<file path="src/rtl/nvst_pkg.sv">
package nvst_pkg;
   localparam int DW = 64;

   typedef enum logic [1:0] {
      SZ_B = 2'd0,
      SZ_H = 2'd1,
      SZ_W = 2'd2,
      SZ_D = 2'd3
   } nvst_size_e;

   typedef enum logic [1:0] {
      ST_IDLE = 2'd0,
      ST_RUN  = 2'd1,
      ST_DONE = 2'd2
   } nvst_state_e;
endpackage

</file>
<file path="src/rtl/nvst_pred_pick.sv">
module nvst_pred_pick
   import nvst_pkg::*;
#(
   parameter int VB = 32,
   parameter int IW = $clog2(VB) + 1
) (
   input  logic [VB-1:0] pred,
   input  logic [IW-1:0] idx,
   output logic          active
);
   localparam int NS = VB / 16;

   logic [15:0] slice [NS];
   logic [15:0] cur_slice;
   logic        in_range;

   for (genvar g = 0; g < NS; g++) begin : g_slice
      assign slice[g] = pred[g*16 +: 16];
   end

   if (NS == 1) begin : g_one
      assign cur_slice = slice[0];
   end else begin : g_many
      localparam int SW = $clog2(NS);
      assign cur_slice = slice[idx[3+SW:4]];
   end

   assign in_range = idx < IW'(VB);
   assign active   = in_range && cur_slice[idx[3:0]];
endmodule

</file>
<file path="src/rtl/nvst_elem_pick.sv">
module nvst_elem_pick
   import nvst_pkg::*;
#(
   parameter int VB = 32,
   parameter int IW = $clog2(VB) + 1
) (
   input  logic [VB*8-1:0] vec,
   input  logic [IW-1:0]   idx,
   input  nvst_size_e      msz,
   output logic [DW-1:0]   data
);
   localparam int PW = VB * 8 + DW;

   logic [PW-1:0] padded;
   logic [DW-1:0] raw;
   logic [DW-1:0] keep;

   assign padded = {{DW{1'b0}}, vec};
   assign raw    = DW'(padded >> {idx, 3'b000});

   always_comb begin
      unique case (msz)
         SZ_B:    keep = DW'({8{1'b1}});
         SZ_H:    keep = DW'({16{1'b1}});
         SZ_W:    keep = DW'({32{1'b1}});
         default: keep = {DW{1'b1}};
      endcase
   end

   assign data = raw & keep;
endmodule

</file>
<file path="src/rtl/nvst_walker.sv">
module nvst_walker
   import nvst_pkg::*;
#(
   parameter int AW = 32,
   parameter int IW = 6
) (
   input  logic          clk,
   input  logic          rst_n,
   input  logic          load,
   input  logic          step,
   input  logic [AW-1:0] base,
   input  nvst_size_e    esz,
   input  nvst_size_e    msz,
   input  logic [IW-1:0] vlen,
   output logic [IW-1:0] idx,
   output logic [AW-1:0] addr,
   output logic          last
);
   logic [IW:0] idx_nxt;

   assign idx_nxt = {1'b0, idx} + ((IW+1)'(1) << esz);
   assign last    = idx_nxt >= {1'b0, vlen};

   always_ff @(posedge clk or negedge rst_n) begin
      if (!rst_n) begin
         idx  <= '0;
         addr <= '0;
      end else if (load) begin
         idx  <= '0;
         addr <= base;
      end else if (step) begin
         idx  <= idx_nxt[IW-1:0];
         addr <= addr + (AW'(1) << msz);
      end
   end
endmodule

</file>
<file path="src/rtl/narrow_vstore.sv">
module narrow_vstore
   import nvst_pkg::*;
#(
   parameter int AW = 32,
   parameter int VB = 32,
   localparam int IW = $clog2(VB) + 1
) (
   input  logic              clk,
   input  logic              rst_n,
   input  logic              cmd_valid,
   output logic              cmd_ready,
   input  logic [AW-1:0]     cmd_addr,
   input  logic [4:0]        cmd_reg,
   input  logic [1:0]        cmd_esz,
   input  logic [1:0]        cmd_msz,
   input  logic [IW-1:0]     cmd_vlen,
   input  logic [VB-1:0]     cmd_pred,
   output logic [4:0]        rf_sel,
   input  logic [VB*8-1:0]   rf_data,
   output logic              mem_valid,
   input  logic              mem_ready,
   output logic [AW-1:0]     mem_addr,
   output logic [1:0]        mem_size,
   output logic [DW-1:0]     mem_data,
   output logic              done
);
   if (VB < 16 || VB % 16 != 0) begin : g_bad_vb
      $error("narrow_vstore: VB must be a positive multiple of 16");
   end
   if (AW < 8) begin : g_bad_aw
      $error("narrow_vstore: AW too small");
   end

   nvst_state_e   state_q;
   nvst_size_e    esz_q, msz_q;
   logic [IW-1:0] vlen_q;
   logic [VB-1:0] pred_q;
   logic [4:0]    reg_q;

   logic          accept, active, advance, last;
   logic [IW-1:0] idx;

   assign cmd_ready = (state_q == ST_IDLE);
   assign accept    = cmd_ready && cmd_valid;
   assign advance   = (state_q == ST_RUN) && (!active || mem_ready);

   always_ff @(posedge clk or negedge rst_n) begin
      if (!rst_n) begin
         state_q <= ST_IDLE;
         esz_q   <= SZ_B;
         msz_q   <= SZ_B;
         vlen_q  <= '0;
         pred_q  <= '0;
         reg_q   <= '0;
      end else begin
         unique case (state_q)
            ST_IDLE: if (accept) begin
               state_q <= ST_RUN;
               esz_q   <= nvst_size_e'(cmd_esz);
               msz_q   <= nvst_size_e'(cmd_msz);
               vlen_q  <= cmd_vlen;
               pred_q  <= cmd_pred;
               reg_q   <= cmd_reg;
            end
            ST_RUN:  if (advance && last) state_q <= ST_DONE;
            default: state_q <= ST_IDLE;
         endcase
      end
   end

   nvst_walker #(.AW(AW), .IW(IW)) u_walk (
      .clk   (clk),
      .rst_n (rst_n),
      .load  (accept),
      .step  (advance && !last),
      .base  (cmd_addr),
      .esz   (esz_q),
      .msz   (msz_q),
      .vlen  (vlen_q),
      .idx   (idx),
      .addr  (mem_addr),
      .last  (last)
   );

   nvst_pred_pick #(.VB(VB), .IW(IW)) u_pred (
      .pred   (pred_q),
      .idx    (idx),
      .active (active)
   );

   nvst_elem_pick #(.VB(VB), .IW(IW)) u_elem (
      .vec  (rf_data),
      .idx  (idx),
      .msz  (msz_q),
      .data (mem_data)
   );

   assign rf_sel    = reg_q;
   assign mem_valid = (state_q == ST_RUN) && active;
   assign mem_size  = msz_q;
   assign done      = (state_q == ST_DONE);
endmodule

</file>
<file path="config.mk">
export PLATFORM = sky130hd
export DESIGN_NAME = narrow_vstore
export DESIGN_NICKNAME = d
export VERILOG_FILES = /design/src/rtl/nvst_pkg.sv /design/src/rtl/nvst_pred_pick.sv /design/src/rtl/nvst_elem_pick.sv /design/src/rtl/nvst_walker.sv /design/src/rtl/narrow_vstore.sv
export SDC_FILE = /design/constraint.sdc
export NUM_CORES = 1
export LEC_CHECK = 0
export ABC_AREA = 1
export CORE_ASPECT_RATIO = 1.75
export CORE_MARGIN = 4
export CORE_UTILIZATION = 40
export DETAILED_ROUTE_END_ITERATION = 10
export DONT_BUFFER_PORTS = 1
export PLACE_DENSITY = 0.6
export SYNTH_ARGS = -nofsm -noshare
export SYNTH_HDL_FRONTEND = slang
export SYNTH_HIERARCHICAL = 1
export SYNTH_SLANG_ARGS = --single-unit
</file>
<file path="constraint.sdc">
create_clock -name clk -period 4.4 [get_ports clk]
set_clock_uncertainty 0.2 [all_clocks]
set_input_delay 0.88 -clock clk [delete_from_list [all_inputs] [get_ports clk]]
set_output_delay 0.88 -clock clk [all_outputs]
set_load 0.005 [all_outputs]
</file>
Word-level counts from Yosys, hierarchy flattened
Cells that the tools add are included.
- register bits after elaboration: 87
- bits of input ports: 339
- output and inout bits: 106
- word-level logic and storage cells: 52
- add/sub/neg operators: 2
- magnitude comparators: 4
- eq/ne operators: 6
- shift operators: 3
- muxes and demuxes: 13
- bitwise operators: 2
- reductions and logical operators: 14
- operator list (operator ; number):
    256-bit by 9-bit right shift with 64-bit output ; 1
    64-bit one-hot mux with 3 select lines ; 1
    64-bit bitwise AND ; 1
    32-bit two-way mux ; 2
    16-bit two-way mux ; 3
    32-bit adder ; 1
    1-bit by 2-bit left shift with 32-bit output (first input constant) ; 1
    6-bit two-way mux ; 2
    6-bit by 7-bit adder with 7-bit output ; 1
    7-bit by 6-bit >= comparator with 1-bit output ; 1
    1-bit by 2-bit left shift with 7-bit output (first input constant) ; 1
    1-bit logical AND ; 6
    6-bit less-than comparator (second input constant) ; 1
    4-bit by 5-bit less-than comparator with 1-bit output (second input constant) ; 1
    1-bit binary-select mux with 4-bit select ; 1
    2-bit by 1-bit equality test with 1-bit output (second input constant) ; 2
    2-bit equality test (second input constant) ; 2
    2-bit logical NOT ; 2
    2-bit two-way mux ; 2
    2-bit one-hot mux with 2 select lines ; 1
    2-bit AND reduction ; 2
    2-bit >= comparator (second input constant) ; 1
    1-bit logical NOT ; 2
    2-bit by 1-bit != test with 1-bit output (second input constant) ; 1
    5 further kinds ; 5

Depth between registers and ports, before layout
Gate-level depths: netlist (run 1).
- depth after elaboration: 13
- depth in mapped cells: 21

Cells and area by module
The synthesis (run 1) kept the hierarchy.
- modules (own cells, without submodules) (module ; times used ; cells an instance ; area each (um^2) ; seq. area each (um^2)):
    nvst_elem_pick ; 1 ; 2358 ; 10344.9 ; 0.0
    nvst_walker ; 1 ; 524 ; 3236.9 ; 950.9
    narrow_vstore ; 1 ; 216 ; 1909.3 ; 1226.2
    nvst_pred_pick ; 1 ; 80 ; 417.9 ; 0.0

Worst setup path after synthesis (run 1)
Ideal clock, no wire load.
- path kind: reg2reg
- start: register esz_q[1]
- end: register u_walk.addr[13]
- library setup time: 0.082 ns
- arrival: 3.063 ns
- required time: 4.118 ns
- setup slack: 1.055 ns
- stages on the path, launching flop included: 19
- buffers on the path: 1
- clock period less this slack: 3.345 ns
- path through: dfrtp_1 -> nor2_1 -> ha_1 -> inv_1 -> fa_1 -> o21ai_0 -> xor2_1 -> inv_1 -> ha_1 -> nand3_1 -> nand3b_1 -> nand2_1 -> nand2_1 -> nor2_1 -> nor2_2 -> inv_2 -> clkbuf_1 -> o21ai_0 -> o22ai_1
- cells in the longest elaborated chain, start to end: 6
- ends and longest elaborated chain (what ; RTL line ; RTL):
    start: declaration ; narrow_vstore.sv:35 ; nvst_size_e esz_q, msz_q;
    start signal: assignment ; narrow_vstore.sv:59 ; esz_q <= nvst_size_e'(cmd_esz);
    1-bit by 2-bit left shift with 7-bit output ; nvst_walker.sv:21 ; assign idx_nxt = {1'b0, idx} + ((IW+1)'(1) << esz);
    6-bit by 7-bit adder with 7-bit output ; nvst_walker.sv:21 ;
    7-bit by 6-bit >= comparator with 1-bit output ; nvst_walker.sv:22 ; assign last = idx_nxt >= {1'b0, vlen};
    named net last ; narrow_vstore.sv:40 ; logic accept, active, advance, last;
    1-bit logical NOT ; narrow_vstore.sv:75 ; .step (advance && !last),
    1-bit logical AND ; narrow_vstore.sv:75 ;
    2-bit nonzero test (no line) ; n/a ;
    end signal: assignment ; nvst_walker.sv:30 ; addr <= base;
    end signal: assignment ; nvst_walker.sv:33 ; addr <= addr + (AW'(1) << msz);
    end: declaration ; nvst_walker.sv:16 ; output logic [AW-1:0] addr,
The timed path passes the listed nets, and every way through them passes these cells.
A chain may end at the register's enable or synchronous reset.

Final worst setup path (run 1)
- start: register u_walk.idx[0]
- end: register u_walk.addr[11]
- elaborated cells between the ends (all ways): 12
- RTL lines (what ; RTL line ; RTL):
    start: declaration ; nvst_walker.sv:15 ; output logic [IW-1:0] idx,
    start signal: assignment ; nvst_walker.sv:32 ; idx <= idx_nxt[IW-1:0];
    6-bit by 7-bit adder with 7-bit output ; nvst_walker.sv:21 ;
    7-bit by 6-bit >= comparator with 1-bit output ; nvst_walker.sv:22 ;
    named net last ; narrow_vstore.sv:40 ;
    1-bit logical NOT ; narrow_vstore.sv:75 ;
    1-bit logical AND ; narrow_vstore.sv:75 ;
    2-bit nonzero test (no line) ; n/a ;
The timed path passes the listed nets, and every way through them passes these cells. The select of a mux whose other input is x is not followed.

==> results.py, run 1 <==
metrics = {
    "status": {
        "outcome": "finished, final reports clean",
    },
    "worst_setup_path": {
        "path_class": "flip-flop to flip-flop",
        "arrival_ps": 4170,
        "critPathLaunchType": "flip-flop",
        "cp_max_fo": 12,
        "cp-end-kind": "flip-flop",
        "worst_ep_required_time_ps": 4480,
    },
    "synth": {
        "seq_area_frac_synth_pct": 13.7,
        "synth_area_um2": 15900,
        "yosys-top-cells-area": "nand2_1, nand3_1, dfrtp_1",
        "synth-seq-cells": 87,
        "syn-num-nets": 3533,
        "yosysTopAreaCellShare_pct": 31.8,
        "synth_cells": 3178,
        "ys.warnings.count": 6,
        "avgSynthCellArea_um2": 5.01,
        "yosysUniqueCellTypes": 39,
        "yosys.area.top_type": "nand2_1",
    },
    "routing": {
        "drtPass1Iterations": 6,
        "detail-route-antenna-nets": 0,
        "vias": 20000,
        "initialDrtViolationCount": 1723,
        "wl_per_cell_um": 18.1,
        "routed_wl_um": 63500,
        "remaining_drc_errors": 0,
        "via_per_inst": 5.72,
    },
    "floorplanning": {
        "die_y_um": 272,
        "dieArea_um2": 43200,
        "io_pins": 445,
        "dieWidth_um": 159,
        "start_util_pct": 40.5,
        "core-area_um2": 39300,
        "rows": 96,
    },
    "global_routing": {
        "grt_max_degree": 249,
        "antenna_found_initial": 0,
        "grt_pass1_wl_um": 99000,
        "grt_pass1_vias": 18300,
        "globalRouteTotalUtil_pct": 27.7,
        "overflow": 0,
    },
    "timing": {
        "finalSetupViolCount": 0,
        "hold_slack_ps": 13.0,
        "maxSlewViolCount": 0,
        "slew_headroom_pct": 25.4,
        "tightest_slew_ps": 1120,
        "period_minus_slack_ps": 4100,
        "fin_setup_tns_ps": 0,
        "finalHoldViolations": 0,
        "rsz0062_at_grt": "false",
        "clock.fmax_mhz": 244,
        "post-route-period-util_pct": 93.1,
    },
    "clock_network": {
        "cts_root_buffer": "clkbuf_16",
        "cts_buffer_depth": 2,
        "tritoncts": "built",
        "clk_pin_slew_ps": 70,
        "clk_latency_ps": 360,
        "cts_max_level": 3,
        "numClockSinks": 87,
        "numCtsBuffers": 9,
    },
    "layout": {
        "fin_nets": 3365,
        "syn2layout_area_growth_pct": 1.75,
        "drive_gt1_share_pct": 3.32,
        "instances_no_fill": 3505,
        "fin_util_pct": 41.2,
        "antenna_cells": 0,
        "fill_cells": 4541,
    },
    "power_and_ir_drop": {
        "p_per_area_nw_per_um2": 670,
        "leakagePower_nw": 8.34,
        "peakVddDrop_mv": 0.571,
    },
    "placement": {
        "place_inst": 3485,
        "dp_hpwl_um": 46800,
        "gp_congestion": 0.926,
        "port_buffers": 0,
    },
    "min_path": {
        "hold_class": "primary input to async pin",
    },
    "run": {
        "max_cap_viol_count": 0,
    },
}
sequential cells by signal, indices dropped and copies added (netlist names):
register     count
state_q          2
rf_sel           5
u_walk/idx       6
vlen_q           6
pred_q          32
u_walk/addr     32
mem_size         2
esz_q            2
synth_stat cells (all sizes together):
cell type	n
a211oi	1
a21oi	96
a22o	1
a22oi	2
a31oi	2
and2	1
buf	173
clkbuf	49
clkinv	1
dfrtp	87
fa	2
ha	14
inv	121
nand2	1360
nand3	964
nand3b	5
nand4	11
nor2	222
nor3	3
o211ai	4
o21ai	49
o22ai	5
or2	1
xnor2	1
xor2	3
routing by layer:
| layer | up-vias | global-route usage (%) | share of wire (%) |
|---|---|---|---|
| met5 | - | 0 | 0 |
| met4 | 0 | 14.0 | 5.8 |
| met3 | 159 | 7.93 | 9.8 |
| met2 | 844 | 46.2 | 46 |
| met1 | 8922 | 32.5 | 38 |
| li1 | 10100 | - | - |
timing repair:
action / CTS / global route
hold buffers: 0 / 1
setup buffers: 0 / 2
hold endpoints to repair: 0 / 9
endpoints found under the setup margin: 0 / 23
resized for setup: 0 / 4
worst max-delay path, stage by stage (launching register included):
cell	delay, ps
dfrtp_4	560
ha_1	230
inv_1	70
fa_1	430
o21ai_1	290
xor2_1	220
inv_1	70
ha_1	290
nand3_1	100
nand3b_1	80
nand2_1	60
nand2_1	60
nor2_1	290
inv_1	130
nor2_2	360
clkinvlp_4	170
buf_4	220
nand2_1	80
nand2_1	50
o21ai_0	60
cell usage in the layout, fill, tap and decap left out, types with 9 or more instances in the layout:
cell type  count
dfrtp_1       83
clkbuf_16      9
nand4_1       11
nor2_1       212
nand2_2       10
inv_1        110
buf_12        12
nand2_1     1349
o21ai_0       41
nand3_1      960
ha_1          14
a21oi_1       96
buf_4         29
worst paths after layout:
kind	to	cells past startpoint	slack, ps	from
setup / recovery	u_walk/addr[11]$_DFFE_PN0P_	19	300	u_walk/idx[0]$_DFFE_PN0P_
min in group clk	pred_q[25]$_DFFE_PN0P_	2	280	pred_q[25]$_DFFE_PN0P_
hold reg to reg	pred_q[25]$_DFFE_PN0P_	2	280	pred_q[25]$_DFFE_PN0P_
max in group asynchronous	u_walk/addr[17]$_DFFE_PN0P_	1	2990	rst_n
hold / removal	u_walk/addr[28]$_DFFE_PN0P_	0	10	rst_n
setup reg to reg	u_walk/addr[11]$_DFFE_PN0P_	19	300	u_walk/idx[0]$_DFFE_PN0P_
through the flow:
| stage | worst slack [ps] | instance area [um2] | power, mW |
|---|---|---|---|
| finish | 304 | 16200 | 10.8 |
| global route | 14.1 | 16200 | 12.1 |
| CTS | 281 | 16100 | 10.7 |
| detailed placement | 306 | 15800 | 9.82 |
| global placement | 457 | 15800 | 9.76 |
| floorplan | 1060 | 15900 | 8.02 |
power by group:
group | total, mW | switching, mW | internal (mW)
combinational | 8.28 | 5.64 | 2.64
clock | 0.835 | 0.364 | 0.472
sequential | 1.73 | 0.530 | 1.20
kinds of logic (layout without fill, tap and decap cells):
group / count (synthesis) / count (layout) / share of synthesized area [%]
adders and majority gates: 16 / 16 / 1.35
AOI/OAI and AO/OA: 160 / 160 / 5.22
and+or+nand+nor: 2567 / 2567 / 69.1
DFF: 87 / 87 / 13.7
buffers and inverters: 344 / 181 / 10.4
xor gates and xnor gates: 4 / 4 / 0.220
final cells by class:
cell class / instances / area (um2) / area share [%]
Sequential cell: 87 / 2190 / 13.5
Clock inverter: 6 / 86.3 / 0.533
Tap cell: 490 / 613 / 3.79
Inverter: 122 / 488 / 3.01
Multi-Input combinational cell: 2747 / 12100 / 74.7
Timing Repair inverter: 1 / 7.51 / 0.0464
Clock buffer: 10 / 239 / 1.48
Timing Repair Buffer: 42 / 468 / 2.89
(Power assumes the default switching activity.)
==> inputs of run 2 (changes only) <==
--- a/config.mk
+++ b/config.mk
@@ -5,7 +5,7 @@
 export SDC_FILE = /design/constraint.sdc
 export NUM_CORES = 1
 export LEC_CHECK = 0
-export ABC_AREA = 1
+export ABC_AREA = 0
 export CORE_ASPECT_RATIO = 1.75
 export CORE_MARGIN = 4
 export CORE_UTILIZATION = 40
==> run 2 against run 1 <==
Sequential cell count did not move. Final cell count fell by 40%. Register-to-register slack got worse by 170 ps. Routed wire length rose by 15%. Global-route usage rose by 2.4 points. Highest routed layer is now met5.
==> results.py, run 2 <==
metrics = {
    "status": {
        "outcome": "finished, final reports clean",
    },
    "timing": {
        "period_minus_slack_ps": 4380,
        "clock.fmax_mhz": 228,
        "finalSetupViolCount": 0,
        "tightest_slew_ps": 1080,
        "finalHoldViolations": 0,
        "maxSlewViolCount": 0,
        "fin_setup_tns_ps": 0,
        "hold_slack_ps": 28.2,
        "rsz0062_at_grt": "true",
        "timing.final.ws_setup_ps": 21.7,
        "slew_headroom_pct": 27.7,
        "post-route-period-util_pct": 99.5,
    },
    "synth": {
        "synth-seq-cells": 87,
        "seq_area_frac_synth_pct": 13.0,
        "synth-edff-count": 0,
        "yosys-top-cells-area": "mux4_2, dfrtp_1, mux2i_1",
        "ys.flop_type": "dfrtp_1",
        "ys.warnings.count": 6,
        "yosys-top-cells-count": "mux4_2, mux2i_1, nand2_1",
        "avgSynthCellArea_um2": 10.6,
        "yosysUniqueCellTypes": 82,
        "syn-num-nets": 1935,
        "yosysTopAreaCellShare_pct": 27.1,
        "synth_cells": 1580,
        "synthArstFlopShare_pct": 100,
        "yosys.area.top_type": "mux4_2",
        "synth.most_common_cell": "mux4_2",
        "synth_area_um2": 16800,
    },
    "run": {
        "max_cap_viol_count": 0,
    },
    "layout": {
        "fill_cells": 4028,
        "drive_gt1_share_pct": 33.0,
        "finalInstanceArea_um2": 17900,
        "fin_nets": 1902,
        "syn2layout_area_growth_pct": 6.38,
        "reg_top3": "pred_q (32), u_walk/addr (32)",
        "layout_common_cells": "mux4_2, mux2i_1, nand2_1",
        "layout_commonest_cell": "mux4_2",
    },
    "placement": {
        "dp_hpwl_um": 55200,
        "gp_congestion": 0.994,
        "port_buffers": 0,
        "place_ws_ps": 42.5,
        "placed_cell_area_um2": 17300,
    },
    "clock_network": {
        "clk_pin_slew_ps": 70,
        "clk_latency_ps": 350,
        "numClockSinks": 87,
        "cts_buffer_depth": 2,
        "cts_root_buffer": "clkbuf_16",
        "numCtsBuffers": 9,
        "cts_max_level": 3,
        "tritoncts": "built",
    },
    "global_routing": {
        "grt_pass1_vias": 15900,
        "gr-usage-met1_pct": 31.3,
        "grt_max_degree": 110,
        "antenna_found_initial": 4,
        "overflow": 0,
        "grt-busiest-layer": "met2",
        "grt_pass1_wl_um": 104000,
        "grtUsageMet2_pct": 52.1,
        "globalRouteTotalUtil_pct": 30.1,
        "use_met3_pct": 9.98,
    },
    "power_and_ir_drop": {
        "seq_power_share_pct": 11.4,
        "peakVddDrop_mv": 0.463,
        "comb_power_share_pct": 83.2,
        "p_int_mw": 7.19,
        "leakagePower_nw": 6.50,
        "clkPwrFrac_pct": 5.4,
        "switchingPower_mw": 7.21,
        "p_per_area_nw_per_um2": 806,
        "swShare_pct": 50.1,
    },
    "floorplanning": {
        "dieArea_um2": 45500,
        "dieWidth_um": 163,
        "start_util_pct": 40.3,
        "io_pins": 445,
        "rows": 99,
        "die_y_um": 279,
        "core-area_um2": 41600,
    },
    "routing": {
        "wl_per_cell_um": 34.7,
        "detail-route-antenna-nets": 0,
        "initialDrtViolationCount": 1771,
        "via_per_inst": 7.52,
        "drtPass1Iterations": 5,
        "remaining_drc_errors": 0,
        "vias": 15900,
        "routed_wl_um": 73300,
    },
    "worst_setup_path": {
        "cp_max_fo": 71,
        "rr_worst_depth": 20,
        "timing.rr.end": "u_walk/addr[28]$_DFFE_PN0P_",
        "path_class": "flip-flop to output pin",
        "cp-end-kind": "output pin",
        "rrSetupSlack_ps": 130,
        "arrival_ps": 3300,
        "critPathLaunchType": "flip-flop",
        "r2r_start": "esz_q[0]$_DFFE_PN0P_",
        "worst_ep_required_time_ps": 3320,
    },
    "min_path": {
        "hold_class": "primary input to async pin",
    },
}
## run 2: cell types whose count changed after synthesis, moves of 62 or more
cell and delta:
nand2_1 -1197, nand3_1 -942, mux4_2 +202, mux2i_1 +169, nor2_1 -156, mux2_2 +102, inv_1 -91, a21oi_1 -62
## run 2: final cells by class
cell class                      count  area [um2]  share of cell area, %
Inverter                           25        93.8                  0.525
Sequential cell                    87        2200                   12.3
Clock inverter                      7        72.6                  0.406
Clock buffer                        9         225                   1.26
Antenna cell                        3        7.51                 0.0420
Tap cell                          555         694                   3.89
Multi-Input combinational cell   1296       13300                   74.7
Timing Repair Buffer              128        1230                   6.89
## run 2: how the worst max path moves through the flow
stage / from / endpoint / slack [ps] / cells past startpoint
after floorplan: esz_q[1]$_DFFE_PN0P_ / u_walk/addr[18]$_DFFE_PN0P_ / 260 / 19
after global placement: esz_q[1]$_DFFE_PN0P_ / u_walk/addr[18]$_DFFE_PN0P_ / 140 / 19
after detailed placement: esz_q[1]$_DFFE_PN0P_ / u_walk/addr[12]$_DFFE_PN0P_ / 40 / 19
after CTS: esz_q[1]$_DFFE_PN0P_ / u_walk/addr[12]$_DFFE_PN0P_ / 30 / 19
after global routing: esz_q[0]$_DFFE_PN0P_ / u_walk/addr[28]$_DFFE_PN0P_ / -80 / 20
final: u_walk/idx[1]$_DFFE_PN0P_ / mem_data[49] / 20 / 7
## run 2: cells by family after synthesis
kind of cell | count (synthesis) | share of synthesized area [%]
simple gates | 370 | 11.1
compound gates | 365 | 16.4
fa+ha+maj | 16 | 1.28
flops | 87 | 13.0
buf+inv | 197 | 7.99
xor+xnor | 36 | 1.88
mux | 509 | 48.4
## run 2: through the flow
step,util [%],power (mW),cells
floorplan,-,9.99,1580
CTS,42.4,13.9,2096
detailed placement,41.6,13.1,2079
global placement,41.6,13.0,2079
global route,42.9,15.1,2107
finish,42.9,14.4,2110
## run 2: routing by layer
| layer | part of all wire [%] | vias up | wire [um] |
|---|---|---|---|
| li1 | - | 6412 | - |
| met1 | 31 | 7858 | 22500 |
| met2 | 50 | 1271 | 36300 |
| met3 | 12 | 316 | 8870 |
| met4 | 7.6 | 2 | 5600 |
| met5 | 0.027 | - | 20 |
## run 2: timing repair
item	in CTS	in global routing
hold buffers	1	1
endpoints found under the setup margin	7	42
buffers inserted	0	8
resized for setup	6	29
pin swaps	0	15
gates cloned	0	2
endpoints found under the hold margin	13	12
## run 2: worst max-delay path, stage by stage (launching register included)
cell and delay [ps]:
dfrtp_4 500, buf_12 260, inv_2 430, nand3_1 580, o221a_2 460, nor4_1 380, buf_4 200, buf_4 100
## run 2: power groups by stage
stage          sequential [mW]  clock (mW)  combinational (mW)
5_1_grt                   1.71       0.828                12.6
3_5_place_dp              1.65           0                11.4
6_report                  1.64       0.771                12.0
3_3_place_gp              1.64           0                11.3
4_1_cts                   1.65       0.800                11.5
2_1_floorplan             1.50           0                8.49
==> inputs of run 3 (changes only) <==
==> constraint.sdc (replaced) <==
create_clock -name clk -period 4.95 [get_ports clk]
set_clock_uncertainty 0.2 [all_clocks]
set_input_delay 0.99 -clock clk [delete_from_list [all_inputs] [get_ports clk]]
set_output_delay 0.99 -clock clk [all_outputs]
set_load 0.005 [all_outputs]
==> run 3 against run 2 <==
Global-route usage increased by 0.10 points. Die area unchanged. Sequential power decreased by 7%. Largest cell class unchanged. Non-clock buffer count decreased by 36. Worst hold slack improved by 100 ps. Sequential share of layout area increased by 0.30 points. Critical endpoint is now mem_data[31]. Sequential cell count unchanged. Critical path depth increased by 1. Setup slack improved by 300 ps. Combinational power decreased by 17%. First-iteration DRC count decreased by 15%. Register-to-register slack improved by 290 ps.
==> results.py, run 3 (same netlist as run 2, synthesis figures left out) <==
metrics = {
    "placement": {
        "port_buffers": 0,
        "dp_hpwl_um": 55000,
        "placed_cell_area_um2": 17100,
        "gp_congestion": 1.00,
    },
    "clock_network": {
        "post-cts-setup-buffers": 0,
        "cts_resized": 0,
        "cts_max_level": 3,
        "cts_buffer_depth": 2,
        "tritoncts": "built",
        "ctsHoldBuffers": 0,
        "clk_latency_ps": 350,
        "cts_root_buffer": "clkbuf_16",
        "numCtsBuffers": 9,
        "numClockSinks": 87,
        "clk_pin_slew_ps": 70,
    },
    "worst_setup_path": {
        "critPathLaunchType": "flip-flop",
        "r2r_start": "esz_q[1]$_DFFE_PN0P_",
        "cp_slowest_cell": "mux4_2",
        "worst_ep_required_time_ps": 3760,
        "rr_worst_depth": 19,
        "timing.rr.end": "u_walk/addr[17]$_DFFE_PN0P_",
        "crit_chain": "buf_4 -> buf_12 -> buf_4 -> mux4_2 -> mux2_2 -> a22oi_1 -> a2111oi_1 -> buf_4",
        "startpoint": "u_walk/idx[0]$_DFFE_PN0P_",
        "cp-end-kind": "output pin",
        "cpMostUsedCell": "buf_4",
        "cp_max_fo": 73,
        "path_class": "flip-flop to output pin",
        "rrSetupSlack_ps": 420,
        "slowest_delay_ps": 590,
        "arrival_ps": 3440,
    },
    "routing": {
        "drtPass1Iterations": 5,
        "remaining_drc_errors": 0,
        "wl_per_cell_um": 34.5,
        "via_per_inst": 7.45,
        "initialDrtViolationCount": 1511,
        "routed_wl_um": 71500,
        "vias": 15500,
        "detail-route-antenna-nets": 0,
    },
    "floorplanning": {
        "die_y_um": 279,
        "io_pins": 445,
        "core-area_um2": 41600,
        "start_util_pct": 40.3,
        "dieWidth_um": 163,
        "dieArea_um2": 45500,
        "rows": 99,
    },
    "power_and_ir_drop": {
        "p_per_area_nw_per_um2": 709,
        "leakagePower_nw": 6.29,
        "peakVddDrop_mv": 0.496,
    },
    "global_routing": {
        "antenna_found_initial": 5,
        "grt_pass1_vias": 16000,
        "grt_max_degree": 155,
        "globalRouteTotalUtil_pct": 30.2,
        "overflow": 0,
        "grt_pass1_wl_um": 105000,
    },
    "status": {
        "outcome": "finished, final reports clean",
    },
    "layout": {
        "finalInstanceArea_um2": 17400,
        "layout_commonest_cell": "mux4_2",
        "fin_nets": 1866,
        "syn2layout_area_growth_pct": 3.82,
        "drive_gt1_share_pct": 30.9,
        "reg_top3": "pred_q (32), u_walk/addr (32)",
        "layout_common_cells": "mux4_2, mux2i_1, nand2_1",
    },
    "run": {
        "max_cap_viol_count": 0,
    },
    "timing": {
        "fin_setup_tns_ps": 0,
        "tightest_slew_ps": 1030,
        "finalHoldViolations": 0,
        "rsz0062_at_grt": "false",
        "clock.fmax_mhz": 216,
        "slew_headroom_pct": 30.9,
        "finalSetupViolCount": 0,
        "maxSlewViolCount": 0,
        "post-route-period-util_pct": 93.6,
        "period_minus_slack_ps": 4630,
    },
    "min_path": {
        "hold_class": "primary input to async pin",
    },
}
==> run 3: cell types whose count changed in the layout (fill, tap and decap cells not counted), moves of 3 or more <==
cell       delta
buf_12        -4
bufinv_16     +3
o21ai_1       -5
buf_6         -6
o21ai_0       +5
buf_8         -3
buf_4        -16
buf_16        -3
==> run 3: cell type report <==
cell class | count | area (um2)
tap | 555 | 694
clock inverter | 7 | 149
fill | 4054 | 24200
clock buffer | 9 | 225
timing repair buffer | 92 | 766
inverter | 25 | 93.8
multi-input combinational | 1296 | 13300
antenna | 3 | 7.51
sequential | 87 | 2200
==> run 3: metrics by stage <==
step / hold WS [ps] / total power [mW] / worst slack (ps) / cells / util [%]
after floorplan: 272 / 8.88 / 807 / 1580 / -
after detailed placement: 293 / 11.3 / 480 / 2055 / 41.0
after CTS: 110 / 12.2 / 332 / 2071 / 41.9
final: 131 / 12.4 / 317 / 2074 / 41.9
after global placement: 288 / 11.2 / 563 / 2055 / 41.0
after global routing: 115 / 13.0 / 173 / 2071 / 41.9
==> run 3: worst max path at each step <==
stage	to	slack, ps	cells past startpoint
floorplan	u_walk/addr[18]$_DFFE_PN0P_	810	19
global placement	u_walk/addr[17]$_DFFE_PN0P_	560	19
detailed placement	u_walk/addr[17]$_DFFE_PN0P_	480	19
CTS	mem_data[31]	330	8
global route	u_walk/addr[10]$_DFFE_PN0P_	170	19
finish	mem_data[31]	320	8
==> run 3: where the power goes <==
| group | total (mW) | internal [mW] | switching [mW] |
|---|---|---|---|
| logic | 9.98 | 4.53 | 5.45 |
| registers | 1.53 | 1.08 | 0.452 |
| clock network | 0.855 | 0.552 | 0.303 |
| total | 12.4 | 6.16 | 6.20 |
==> run 3: critical path: cells and delay by family, from the launching register on <==
kind | cells | cell delay (ps)
multiplexers | 2 | 870
buffers and inverters | 4 | 1420
AO/OA/AOI/OAI | 2 | 290
flip-flops | 1 | 410
==> run 3: routing by layer <==
metal	up-vias	part of all wire (%)	GRT usage [%]
li1	6337	-	-
met1	7641	31	32.0
met2	1138	48	49.7
met3	331	12	10.1
met4	4	9.0	22.2
met5	-	0.056	0
